File: src/rtl/sram_port_ctrl.sv
module sram_port_ctrl #(
  parameter int RD_WAIT = 1,
  parameter int WR_WAIT = 1,
  parameter int AW      = 32
) (
  input  logic          clk,
  input  logic          rst_n,
  input  logic          bus_sel,
  input  logic          bus_write,
  input  logic [1:0]    bus_size,
  input  logic [AW-1:0] bus_addr,
  input  logic [31:0]   bus_wdata,
  input  logic          remap,
  output logic [31:0]   bus_rdata,
  output logic          bus_wait,
  output logic [AW-1:0] mem_addr,
  output logic [31:0]   mem_dout,
  output logic          mem_doe,
  input  logic [31:0]   mem_din,
  output logic          mem_oe_n,
  output logic [3:0]    mem_we_n,
  output logic [7:0]    mem_cs_n,
  input  logic          mem_wait
);
  localparam logic [1:0] RD_CNT = 2'(RD_WAIT);
  localparam logic [1:0] WR_CNT = 2'(WR_WAIT);

  logic          busy, wr_q, xw_q;
  logic [1:0]    cnt;
  logic [AW-1:0] addr_q;
  logic [31:0]   wd_q;
  logic [3:0]    lane_n_q;

  function automatic logic [3:0] lanes_n(input logic [1:0] sz, input logic [1:0] a);
    case (sz)
      2'b00:   return ~(4'b0001 << a);
      2'b01:   return a[1] ? 4'b0011 : 4'b1100;
      default: return 4'b0000;
    endcase
  endfunction

  function automatic logic [7:0] bank_n(input logic act, input logic rm, input logic [2:0] b);
    if (!act)    return 8'hFF;
    else if (rm) return ~(8'b1 << b);
    else         return 8'h7F;
  endfunction

  wire last  = busy && cnt == 2'd0 && !xw_q;
  wire start = bus_sel && (!busy || last);

  always_ff @(posedge clk or negedge rst_n) begin
    if (!rst_n) begin
      busy     <= 1'b0;
      wr_q     <= 1'b0;
      xw_q     <= 1'b0;
      cnt      <= 2'd0;
      addr_q   <= '0;
      wd_q     <= '0;
      lane_n_q <= 4'hF;
    end else begin
      xw_q <= mem_wait;
      if (start) begin
        busy     <= 1'b1;
        wr_q     <= bus_write;
        cnt      <= bus_write ? WR_CNT : RD_CNT;
        addr_q   <= bus_addr;
        wd_q     <= bus_wdata;
        lane_n_q <= lanes_n(bus_size, bus_addr[1:0]);
      end else if (last) begin
        busy <= 1'b0;
      end else if (busy && cnt != 2'd0) begin
        cnt <= cnt - 2'd1;
      end
    end
  end

  wire          busy_nx = start || (busy && !last);
  wire [AW-1:0] addr_nx = start ? bus_addr : addr_q;

  always_ff @(negedge clk or negedge rst_n) begin
    if (!rst_n) mem_cs_n <= 8'hFF;
    else        mem_cs_n <= bank_n(busy_nx, remap, addr_nx[30:28]);
  end

  assign bus_wait  = busy && !last;
  assign mem_addr  = addr_q;
  assign mem_dout  = wd_q;
  assign mem_doe   = busy && wr_q;
  assign mem_oe_n  = !(busy && !wr_q);
  assign mem_we_n  = (busy && wr_q && !last) ? lane_n_q : 4'hF;
  assign bus_rdata = (last && !wr_q) ? mem_din : 32'h0;
endmodule


File: config.mk
export PLATFORM = sky130hd
export DESIGN_NAME = sram_port_ctrl
export DESIGN_NICKNAME = d
export VERILOG_FILES = /design/src/rtl/sram_port_ctrl.sv
export SDC_FILE = /design/constraint.sdc
export NUM_CORES = 1
export LEC_CHECK = 0
export BUFFER_PORTS_ARGS = -buffer_cell sky130_fd_sc_hd__buf_4
export CELL_PAD_IN_SITES_DETAIL_PLACEMENT = 1
export CELL_PAD_IN_SITES_GLOBAL_PLACEMENT = 2
export CORE_MARGIN = 5
export CORE_UTILIZATION = 25
export DETAILED_ROUTE_END_ITERATION = 6
export HOLD_SLACK_MARGIN = 0.06
export PLACE_DENSITY = 0.76
export SETUP_SLACK_MARGIN = 0.3
export SYNTH_ARGS = -nofsm -noshare
export SYNTH_HDL_FRONTEND = slang
export SYNTH_SLANG_ARGS = --single-unit
File: constraint.sdc
create_clock -name clk -period 2.2 [get_ports clk]
set_input_delay 0.11 -clock clk [delete_from_list [all_inputs] [get_ports clk]]
set_output_delay 0.11 -clock clk [all_outputs]
set_load 0.05 [all_outputs]
# Word level (Yosys, flattened, before mapping)
# Index checks and enable logic that the tools add are counted.
[word_totals] reg_bits=81 out_inout_bits=111 word_cells=50
[op_classes] addsub=1 eq_ne=2 shifts=2 muxes=12 bitwise=2 reduce_logical=22
[op_table] operator="$mux W32" count=1
[op_table] operator="$mux W31" count=1
[op_table] operator="$mux W8" count=2
[op_table] operator="$logic_and A1 B1 Y1" count=9
[op_table] operator="$mux W4" count=2
[op_table] operator="$not A8 Y8" count=1
[op_table] operator="$pmux W4 S2" count=1
[op_table] operator="$shl A1 B3 Y8 const A" count=1
[op_table] operator="$mux W2" count=3
[op_table] operator="$reduce_bool A2 Y1" count=3
[op_table] operator="$logic_not A1 Y1" count=5
[op_table] operator="$logic_not A2 Y1" count=2
[op_table] operator="$not A4 Y4" count=1
[op_table] operator="$shl A1 B2 Y4 const A" count=1
[op_table] operator="$eq A2 B1 Y1 const B" count=1
[op_table] operator="$logic_or A1 B1 Y1" count=2
[op_table] operator="$mux W1" count=2
[op_table] operator="$ne A2 B1 Y1 const B" count=1
[op_table] operator="$reduce_and A2 Y1" count=1
[op_table] operator="$sub A2 B1 Y2 const B" count=1

# Depth between registers and ports, before layout
# Gate-level depths: netlist of run 1.
[logic_depth] depth_word=10 depth_mapped=8 mapped_depth_nobuf=7

==> results.sh, run 1 <==
export IMPL_finalHoldViolCount=0
export IMPL_required_ns=1.40
export IMPL_cp_end_kind="flip-flop"
export IMPL_cts_tree="done"
export IMPL_yosys_warnings=0
export IMPL_grt_total_usage_pct=15.71
export IMPL_gp_congestion=0.8544
export IMPL_cts_made_buffers=9
export IMPL_vias=3174
export IMPL_ys_seq_elements=81
export IMPL_path_buf_inv=3
export IMPL_relSlewSlack_pct=39.51
export IMPL_drtIter0Drc=60
export IMPL_start_util_pct=25.43
export IMPL_layout_setup_ws_ns=-0.6487
export IMPL_viasPerCell=4.278
export IMPL_seq_power_share_pct=24.4
export IMPL_grt_pass1_wl_mm=20.13
export IMPL_num_antenna_cells=0
export IMPL_post_dp_hpwl_mm=8.520
export IMPL_setup_viol=16
export IMPL_violations="setup timing"
export IMPL_grt_pass1_vias=3735
export IMPL_synth_area_um2=3367
export IMPL_finalClockSkew_ns=0.06841
export IMPL_clock_sinks=81
export IMPL_synth_area_leaders="dfrtp_1 51%, mux2_2 21%, dfstp_2 9.4%"
export IMPL_critPathKind="reg -> reg"
export IMPL_status="finished with violations"
export IMPL_antenna_found_initial=0
export IMPL_final_util_pct=51.77
export IMPL_detail_route_antenna_nets=0
export IMPL_worstSkewPairLatency_ns=0.39
export IMPL_portBuffers=214
export IMPL_power_density_nw_per_um2=1581
export IMPL_num_io_pins=215
export IMPL_crit_chain="inv_2 > ha_4 > nand2b_4 > a21bo_4 > mux2i_2 > buf_4 > buf_6 > or4_4"
export IMPL_coreArea_um2=13240
export IMPL_drc=0
export IMPL_wl_mm=12.81
export IMPL_max_stage_delay_ns=0.40
export IMPL_worstMarginPinSlew_ns=0.9073
export IMPL_nNetsFinal=666
export IMPL_rsz0062_at_grt="true"
export IMPL_synth_cells=243
export IMPL_maxSlewViolCount=0
export IMPL_die_h_um=126.1
export IMPL_drive_above_1_share_pct=67.49
export IMPL_synth_area_leader_cell="dfrtp_1"
export IMPL_clkTransAtPathRegs_ns=0.06
export IMPL_die_area_um2=15890
export IMPL_leakage_nw=3.277
export IMPL_cp_slowest_cell="or4_4"
export IMPL_p_total_w=0.01084
export IMPL_nFillCells=1381
export IMPL_combPwrFrac_pct=60.0
export IMPL_hp_class="in -> reg"
export IMPL_root_buffer="clkbuf_16"
export IMPL_ir_drop_uv=973.7
export IMPL_clk_path_buf_depth=2
export IMPL_path_delay_family="simple AND/OR/NAND/NOR gates"
export IMPL_power_internal_w=0.005775
export IMPL_die_width_um=126.1
export IMPL_synth_nets=348
export IMPL_synthDistinctLibCells=32
export IMPL_grt_max_degree=71
export IMPL_power_switching_w=0.005060
export IMPL_clkPwrFrac_pct=15.6
export IMPL_syn_avg_cell_area_um2=13.86
export IMPL_arrival_ns=2.05
export IMPL_grt_ovfl_total=0
export IMPL_max_cap_violations=0
export IMPL_synth_top_cell_area_share_pct=51.28
export IMPL_cp_start_kind="flip-flop"
export IMPL_wl_per_cell_um=17.27
export IMPL_clock_tree_htree_level_count=3
export IMPL_seq_area_frac_synth_pct=60.65
export IMPL_drt_pass1_iterations=4
export IMPL_area_delta_synth_final_pct=103.6
export IMPL_row_count=42
export IMPL_p_sw_share_pct=46.70
export IMPL_worstPathMaxFanout=5
[power groups by stage]
stage	Clock [W]	Sequential [W]	Combinational [W]
4_1_cts	0.00172	0.00264	0.00631
2_1_floorplan	0.0000252	0.00487	0.00164
3_5_place_dp	0.0000252	0.00264	0.00593
6_report	0.00169	0.00265	0.00650
3_3_place_gp	0.0000252	0.00260	0.00585
5_1_grt	0.00180	0.00273	0.00679
[metal layers]
metal  global-route usage (%)  share of wire (%)  wire length (um)
met4                    3.785                1.2               156
met2                    29.89                 55              6993
met5                        0                  0                 0
met1                    16.61                 36              4599
met3                    5.207                8.3              1064
[flip-flops by register name, summed over array words and instances, names as in the netlist]
signal    cells
wr_q          1
lane_n_q      4
cnt           2
mem_cs_n      8
mem_dout     32
mem_addr     32
xw_q          1
busy          1
[repair_timing]
action                     CTS  global route
gates cloned                 3             0
hold endpoints to repair    67             0
pin swaps                    9            11
hold buffers                65             0
setup endpoints to repair   48            76
resized for setup           46            93
setup buffers                7             2
[area by class of cell]
cell class / instances / area (um^2) / share of cell area, %
sequential: 81 / 2042 / 29.79
clock buffer: 12 / 246.5 / 3.596
timing repair buffer: 311 / 2839 / 41.41
inverter: 7 / 30.03 / 0.4380
multi-input combinational: 143 / 1373 / 20.02
clock inverter: 12 / 105.1 / 1.533
tap: 176 / 220.2 / 3.212
[cells by family (layout without fill, tap and decap cells)]
group | after synthesis | count (layout) | synth area share (%)
AO/OA/AOI/OAI | 13 | 13 | 2.973
XOR/XNOR | 1 | 1 | 0.2602
adder cells (fa/ha/maj) | 1 | 1 | 0.3715
buffers and inverters | 19 | 342 | 2.341
flip-flops | 81 | 81 | 60.65
multiplexers | 65 | 65 | 22.00
AND/OR/NAND/NOR | 63 | 63 | 11.41
[final timing paths]
check                      cells past startpoint  slack [ns]                      end                     from
setup / recovery                               8       -0.65    mem_cs_n[6]$_DFF_NN1_       cnt[0]$_DFFE_PN0P_
min in group asynchronous                      2        0.21   mem_addr[30]$_DFF_PN0_                    rst_n
max in group asynchronous                      2        0.70    mem_cs_n[1]$_DFF_NN1_                    rst_n
setup reg to reg                               8       -0.65    mem_cs_n[6]$_DFF_NN1_       cnt[0]$_DFFE_PN0P_
hold reg to reg                                2        0.47  lane_n_q[1]$_DFFE_PN1N_  lane_n_q[1]$_DFFE_PN1N_
hold / removal                                 3        0.09  lane_n_q[2]$_DFFE_PN1N_              bus_addr[1]
[cells in the final DEF (no fill, tap or decap), drive strengths merged, types with 5 or more instances in the layout]
cell and count:
dfrtp 69, nor2 5, clkbuf 12, nand2b 9, buf 246, dfstp 12, nand2 5, and2 34
inv 14, dlygate4sd3 65, mux2 62
[worst min-delay path: stages]
cell	delay (ns)
buf_4	0.09
a211oi_1	0.07
a21o_1	0.14
[synthesized netlist by cell type, drive strengths merged]
cell type / instances
buf: 1
dfstp: 12
dfrtp: 69
a21bo: 1
a21o: 1
nand3b: 1
and2b: 1
a21oi: 2
nand4: 3
nor3b: 1
mux2i: 3
inv: 8
a32oi: 1
mux2: 62
o31ai: 2
nand2: 5
o21a: 1
a211o: 1
or4: 3
clkbuf: 10
xnor2: 1
a221oi: 1
ha: 1
and3: 1
nor2: 5
o21ai: 2
and2: 34
a211oi: 1
nand2b: 9
[metrics by stage]
stage	hold slack [ns]	setup TNS, ns	setup WS (ns)	instances	instance area [um^2]
6_report	0.09050	-4.588	-0.6487	742	6855
5_1_grt	0.09135	-5.345	-0.6863	742	6855
4_1_cts	0.08011	-4.912	-0.6345	740	6535
3_5_place_dp	-0.03672	-5.170	-0.7961	642	5305
3_3_place_gp	-0.04266	-4.211	-0.6759	642	5305
2_1_floorplan	-0.1856	-4.337	-0.7030	243	3377
Power figures use the tool's default switching activity.
==> run 2: changes to the inputs <==
==> constraint.sdc (replaced) <==
create_clock -name clk -period 3.11 [get_ports clk]
set_input_delay 0.1555 -clock clk [delete_from_list [all_inputs] [get_ports clk]]
set_output_delay 0.1555 -clock clk [all_outputs]
set_load 0.05 [all_outputs]
==> run 2 against run 1 <==
The flow still finishes with violations (setup timing). First-iteration DRC count fell by 3.3%. Routed wire length decreased by 7.3%. Clock power shrank 36%. Sequential power shrank 29%. Worst hold slack worse by 0.016 ns. Final cell count down 2.0%. Sequential share of layout area up 2.5 points. Via count down 2.4%. Design area down 7.8%. Worst setup slack better by 0.49 ns. Critical path type unchanged. Critical endpoint unchanged. Largest cell class unchanged. Largest power group unchanged.
==> results.sh, run 2 (synthesis gave the netlist of run 1 again) <==
export IMPL_drtIter0Drc=58
export IMPL_drt_pass1_iterations=4
export IMPL_clkPwrFrac_pct=14.8
export IMPL_critPathKind="reg -> reg"
export IMPL_required_ns=1.85
export IMPL_max_cap_violations=0
export IMPL_drc=0
export IMPL_cp_slowest_cell="or4_4"
export IMPL_nFillCells=1426
export IMPL_cts_tree="done"
export IMPL_grt_pass1_vias=3616
export IMPL_row_count=42
export IMPL_clock_sinks=81
export IMPL_drive_above_1_share_pct=61.52
export IMPL_coreArea_um2=13240
export IMPL_combPwrFrac_pct=59.4
export IMPL_power_switching_w=0.003499
export IMPL_viasPerCell=4.261
export IMPL_die_h_um=126.1
export IMPL_power_density_nw_per_um2=1154
export IMPL_status="finished with violations"
export IMPL_finalHoldViolCount=0
export IMPL_rsz0062_at_grt="true"
export IMPL_path_buf_inv=2
export IMPL_hp_class="in -> reg"
export IMPL_portBuffers=214
export IMPL_area_delta_synth_final_pct=87.81
export IMPL_final_cell_mix="228 x buf_4, 69 x dfrtp_1, 62 x mux2_2"
export IMPL_clk_path_buf_depth=2
export IMPL_relSlewSlack_pct=43.62
export IMPL_ir_drop_uv=689.6
export IMPL_power_internal_w=0.003798
export IMPL_worstMarginPinSlew_ns=0.8457
export IMPL_num_antenna_cells=0
export IMPL_violations="setup timing"
export IMPL_grt_total_usage_pct=14.66
export IMPL_final_common_cell="buf_4"
export IMPL_worstPathMaxFanout=5
export IMPL_post_dp_hpwl_mm=8.533
export IMPL_pre_cts_ws_ns=-0.3100
export IMPL_clkTransAtPathRegs_ns=0.06
export IMPL_grt_max_degree=66
export IMPL_cpMostUsedCell="inv_2"
export IMPL_detail_route_antenna_nets=0
export IMPL_worstSkewPairLatency_ns=0.39
export IMPL_antenna_found_initial=0
export IMPL_die_width_um=126.1
export IMPL_cp_start_kind="flip-flop"
export IMPL_wl_mm=11.88
export IMPL_nNetsFinal=651
export IMPL_max_stage_delay_ns=0.52
export IMPL_root_buffer="clkbuf_16"
export IMPL_setup_viol=4
export IMPL_start_util_pct=25.43
export IMPL_seq_power_share_pct=25.8
export IMPL_p_total_w=0.007297
export IMPL_num_io_pins=215
export IMPL_wl_per_cell_um=16.35
export IMPL_p_sw_share_pct=47.95
export IMPL_vias=3098
export IMPL_gp_congestion=0.8644
export IMPL_maxSlewViolCount=0
export IMPL_crit_chain="inv_2 > ha_4 > nand2b_4 > a21bo_4 > mux2i_4 > inv_2 > or4_4"
export IMPL_layout_setup_ws_ns=-0.1625
export IMPL_grt_pass1_wl_mm=18.97
export IMPL_cp_end_kind="flip-flop"
export IMPL_path_delay_family="simple AND/OR/NAND/NOR gates"
export IMPL_leakage_nw=3.071
export IMPL_finalClockSkew_ns=0.08024
export IMPL_die_area_um2=15890
export IMPL_grt_ovfl_total=0
export IMPL_arrival_ns=2.02
export IMPL_clock_tree_htree_level_count=3
export IMPL_cts_made_buffers=9
==> run 2: stage by stage <==
| step | instances | area [um^2] | hold slack (ns) | TNS (ns) | util [%] |
|---|---|---|---|---|---|
| global route | 727 | 6324 | 0.06069 | -0.8434 | 47.75 |
| CTS | 725 | 6261 | 0.06013 | -0.5944 | 47.28 |
| detailed placement | 638 | 5275 | 0.04019 | -1.180 | 39.83 |
| finish | 727 | 6324 | 0.07439 | -0.5556 | 47.75 |
| floorplan | 243 | 3377 | -0.1401 | -0.7743 | - |
| global placement | 638 | 5275 | 0.03938 | -0.7027 | 39.83 |
==> run 2: layout make-up <==
cell class,count,area [um^2],share of cell area [%]
Timing Repair Buffer,296,2420,38.27
Clock inverter,13,83.83,1.326
Multi-Input combinational cell,143,1295,20.48
Sequential cell,81,2042,32.29
Inverter,7,30.03,0.4749
Tap cell,176,220.2,3.482
Clock buffer,11,232.7,3.680
==> run 2: power by group through the flow <==
stage          registers [W]  clock network [W]  logic (W)
6_report             0.00188            0.00108    0.00433
5_1_grt              0.00195            0.00118    0.00453
4_1_cts              0.00188            0.00112    0.00433
3_5_place_dp         0.00188          0.0000179    0.00415
3_3_place_gp         0.00185          0.0000179    0.00409
2_1_floorplan        0.00344          0.0000179    0.00116
==> run 2: layer usage <==
layer  up-vias  global-route usage (%)  share of wire (%)
li1       1433                       -                  -
met1      1523                   15.16                 36
met2       136                   27.82                 54
met3         6                   5.673                8.9
met4         0                   3.281               0.80
met5         -                       0                  0
==> run 2: path summary, 6_finish.rpt <==
check                                   startpoint                  endpoint  slack, ns  cells after the start
setup / recovery                cnt[0]$_DFFE_PN0P_     mem_cs_n[6]$_DFF_NN1_      -0.16                      7
hold / removal                        bus_wdata[3]   mem_dout[3]$_DFFE_PN0N_       0.07                      2
setup reg to reg                cnt[0]$_DFFE_PN0P_     mem_cs_n[6]$_DFF_NN1_      -0.16                      7
hold reg to reg            lane_n_q[3]$_DFFE_PN1N_   lane_n_q[3]$_DFFE_PN1N_       0.47                      2
max in group asynchronous                    rst_n     mem_cs_n[3]$_DFF_NN1_       1.07                      2
min in group asynchronous                    rst_n  mem_dout[31]$_DFFE_PN0N_       0.27                      2
==> run 2: worst reg2reg max path: cells and delay by family (launching register included) <==
kind,cells,cell delay (ns)
and+or+nand+nor,2,0.58
muxes,1,0.20
buffers and inverters,2,0.15
adders and majority gates,1,0.14
DFF,1,0.38
AOI/OAI and AO/OA,1,0.25
==> run 2: repair_timing <==
item | 4_1_cts | 5_1_grt
setup buffers | 7 | 1
pin swaps | 7 | 2
resized for setup | 13 | 10
hold endpoints to repair | 65 | 1
gates cloned | 0 | 0
hold buffers | 57 | 1
setup endpoints to repair | 11 | 15
==> run 3: changes to the inputs <==
--- a/config.mk
+++ b/config.mk
@@ -13,6 +13,7 @@
 export DETAILED_ROUTE_END_ITERATION = 6
 export HOLD_SLACK_MARGIN = 0.06
 export PLACE_DENSITY = 0.76
+export RECOVER_POWER = 50
 export SETUP_SLACK_MARGIN = 0.3
 export SYNTH_ARGS = -nofsm -noshare
 export SYNTH_HDL_FRONTEND = slang
==> constraint.sdc (replaced) <==
create_clock -name clk -period 3.15 [get_ports clk]
set_input_delay 0.1575 -clock clk [delete_from_list [all_inputs] [get_ports clk]]
set_output_delay 0.1575 -clock clk [all_outputs]
set_load 0.05 [all_outputs]
==> run 3 against run 2 <==
The run ends with capacitance limit, slew limit, setup timing left. Power is 7.6% lower. Die area stayed put. Worst hold slack worse by 0.0025 ns. Clock skew is 0.012 ns higher. Clock power is 5% lower. Combinational power is 11% lower. Register-to-register slack worse by 0.08 ns. Largest cell class unchanged. Via count is 0.23% higher. Sequential share of layout area is 1.4 points higher. Non-clock buffer count is 2 higher. First-iteration DRC count is 43% lower. Sequential power hardly changed.
==> results.sh, run 3 (synthesis gave the netlist of run 1 again) <==
export IMPL_maxSlewViolCount=66
export IMPL_hp_class="in -> reg"
export IMPL_die_h_um=126.1
export IMPL_min_from="bus_addr[31]"
export IMPL_reg2reg_depth=8
export IMPL_clock_sinks=81
export IMPL_nFillCells=1469
export IMPL_viasPerCell=4.253
export IMPL_max_cap_violations=1
export IMPL_start_util_pct=25.43
export IMPL_die_area_um2=15890
export IMPL_max_stage_delay_ns=0.49
export IMPL_pre_cts_ws_ns=-0.3519
export IMPL_cts_tree="done"
export IMPL_seq_area_um2=2042
export IMPL_worstPathMaxFanout=4
export IMPL_power_switching_w=0.003462
export IMPL_area_delta_synth_final_pct=80.27
export IMPL_antenna_found_initial=1
export IMPL_hold_end="mem_addr[31]$_DFFE_PN0N_"
export IMPL_power_density_nw_per_um2=1111
export IMPL_cts_made_buffers=9
export IMPL_worstReg2RegStart="cnt[1]$_DFFE_PN0P_"
export IMPL_row_count=42
export IMPL_worstMarginPinSlew_ns=1.652
export IMPL_grt_pass1_wl_mm=19.20
export IMPL_clk_path_buf_depth=2
export IMPL_p_total_w=0.006744
export IMPL_grt_ovfl_total=0
export IMPL_grt_total_usage_pct=15.31
export IMPL_coreArea_um2=13240
export IMPL_root_buffer="clkbuf_16"
export IMPL_clkPwrFrac_pct=15.2
export IMPL_wl_per_cell_um=16.86
export IMPL_post_dp_hpwl_mm=8.460
export IMPL_path_delay_family="simple AND/OR/NAND/NOR gates"
export IMPL_setup_tns_ns=-0.8338
export IMPL_grt_pass1_vias=3598
export IMPL_seq_power_share_pct=27.4
export IMPL_die_width_um=126.1
export IMPL_drt_pass1_iterations=4
export IMPL_drtIter0Drc=33
export IMPL_multiInputGateArea_um2=1292
export IMPL_cp_end_kind="flip-flop"
export IMPL_power_internal_w=0.003282
export IMPL_clock_tree_htree_level_count=3
export IMPL_combPwrFrac_pct=57.4
export IMPL_final_common_cell="buf_4"
export IMPL_finalHoldViolCount=0
export IMPL_violations="capacitance limit, slew limit, setup timing"
export IMPL_arrival_ns=2.13
export IMPL_finalClockSkew_ns=0.09260
export IMPL_cp_start_kind="flip-flop"
export IMPL_r2r_setup_slack_ns=-0.24
export IMPL_drc=0
export IMPL_nNetsFinal=653
export IMPL_path_buf_inv=3
export IMPL_clkTransAtPathRegs_ns=0.06
export IMPL_leakage_nw=2.840
export IMPL_rsz0062_at_grt="true"
export IMPL_gp_congestion=0.8643
export IMPL_rr_endpoint="mem_cs_n[4]$_DFF_NN1_"
export IMPL_vias=3105
export IMPL_status="finished with violations"
export IMPL_layout_setup_ws_ns=-0.2430
export IMPL_worstSkewPairLatency_ns=0.42
export IMPL_final_util_pct=45.83
export IMPL_hold_path_depth=2
export IMPL_portBuffers=214
export IMPL_relSlewSlack_pct=-10.12
export IMPL_num_io_pins=215
export IMPL_cp_slowest_cell="or4_4"
export IMPL_critPathKind="reg -> reg"
export IMPL_p_sw_share_pct=51.34
export IMPL_ir_drop_uv=500.4
export IMPL_final_cell_mix="158 x buf_4, 69 x dfrtp_1, 69 x clkbuf_1"
export IMPL_drive_above_1_share_pct=49.19
export IMPL_required_ns=1.88
export IMPL_detail_route_antenna_nets=0
export IMPL_setup_viol=7
export IMPL_grt_max_degree=66
export IMPL_cpMostUsedCell="inv_2"
export IMPL_wl_mm=12.31
export IMPL_crit_chain="inv_2 > ha_4 > nand2b_4 > a21bo_4 > buf_12 > mux2i_4 > inv_2 > or4_4"
==> run 3: what timing repair did <==
action                                  4_1_cts  5_1_grt
pin swaps                                     2        4
setup buffers                                 3        3
hold endpoints to repair                     69        1
gates resized for setup                       9       10
hold buffers                                 61        1
endpoints found under the setup margin        8       14
==> run 3: worst max path at each step <==
stage,start,endpoint,slack (ns),cells after the start
2_1_floorplan,cnt[0]$_DFFE_PN0P_,mem_cs_n[4]$_DFF_NN1_,-0.23,8
3_3_place_gp,cnt[1]$_DFFE_PN0P_,mem_cs_n[6]$_DFF_NN1_,-0.22,7
3_5_place_dp,cnt[1]$_DFFE_PN0P_,mem_cs_n[4]$_DFF_NN1_,-0.35,7
4_1_cts,cnt[1]$_DFFE_PN0P_,mem_cs_n[4]$_DFF_NN1_,-0.20,8
5_1_grt,cnt[1]$_DFFE_PN0P_,mem_cs_n[4]$_DFF_NN1_,-0.29,8
6_report,cnt[1]$_DFFE_PN0P_,mem_cs_n[4]$_DFF_NN1_,-0.24,8
==> run 3: routing by layer <==
metal | track usage, % | share of wire, %
met5 | 0 | 0
met2 | 29.20 | 55
met3 | 5.588 | 8.6
met4 | 5.489 | 2.4
met1 | 15.08 | 34
==> run 3: power groups by stage <==
stage / sequential [W] / clock (W) / combinational [W]
CTS: 0.00185 / 0.00105 / 0.00422
floorplan: 0.00340 / 0.0000176 / 0.00115
finish: 0.00185 / 0.00103 / 0.00387
global route: 0.00191 / 0.00112 / 0.00406
global placement: 0.00182 / 0.0000176 / 0.00404
detailed placement: 0.00185 / 0.0000176 / 0.00409
==> run 3: worst register-to-register path: stages, from the launching register on <==
cell and delay, ns:
dfrtp_1 0.39, inv_2 0.07, ha_4 0.14, nand2b_4 0.06, a21bo_4 0.24, buf_12 0.13, mux2i_4 0.19, inv_2 0.08
or4_4 0.49
==> run 3: layout make-up <==
cell class,instances,area share (%)
Antenna cell,1,0.04123
Clock buffer,12,4.082
Clock inverter,12,0.8864
Inverter,7,0.4947
Multi-Input combinational cell,143,21.29
Sequential cell,81,33.64
Tap cell,176,3.628
Timing Repair Buffer,298,35.93
==> run 3: through the flow <==
step / hold WS (ns) / instance area (um^2) / std cells
floorplan: -0.1381 / 3377 / 243
global placement: 0.04137 / 5275 / 638
detailed placement: 0.04662 / 5275 / 638
CTS: 0.06027 / 6259 / 725
global route: 0.06271 / 6070 / 730
finish: 0.07192 / 6070 / 730
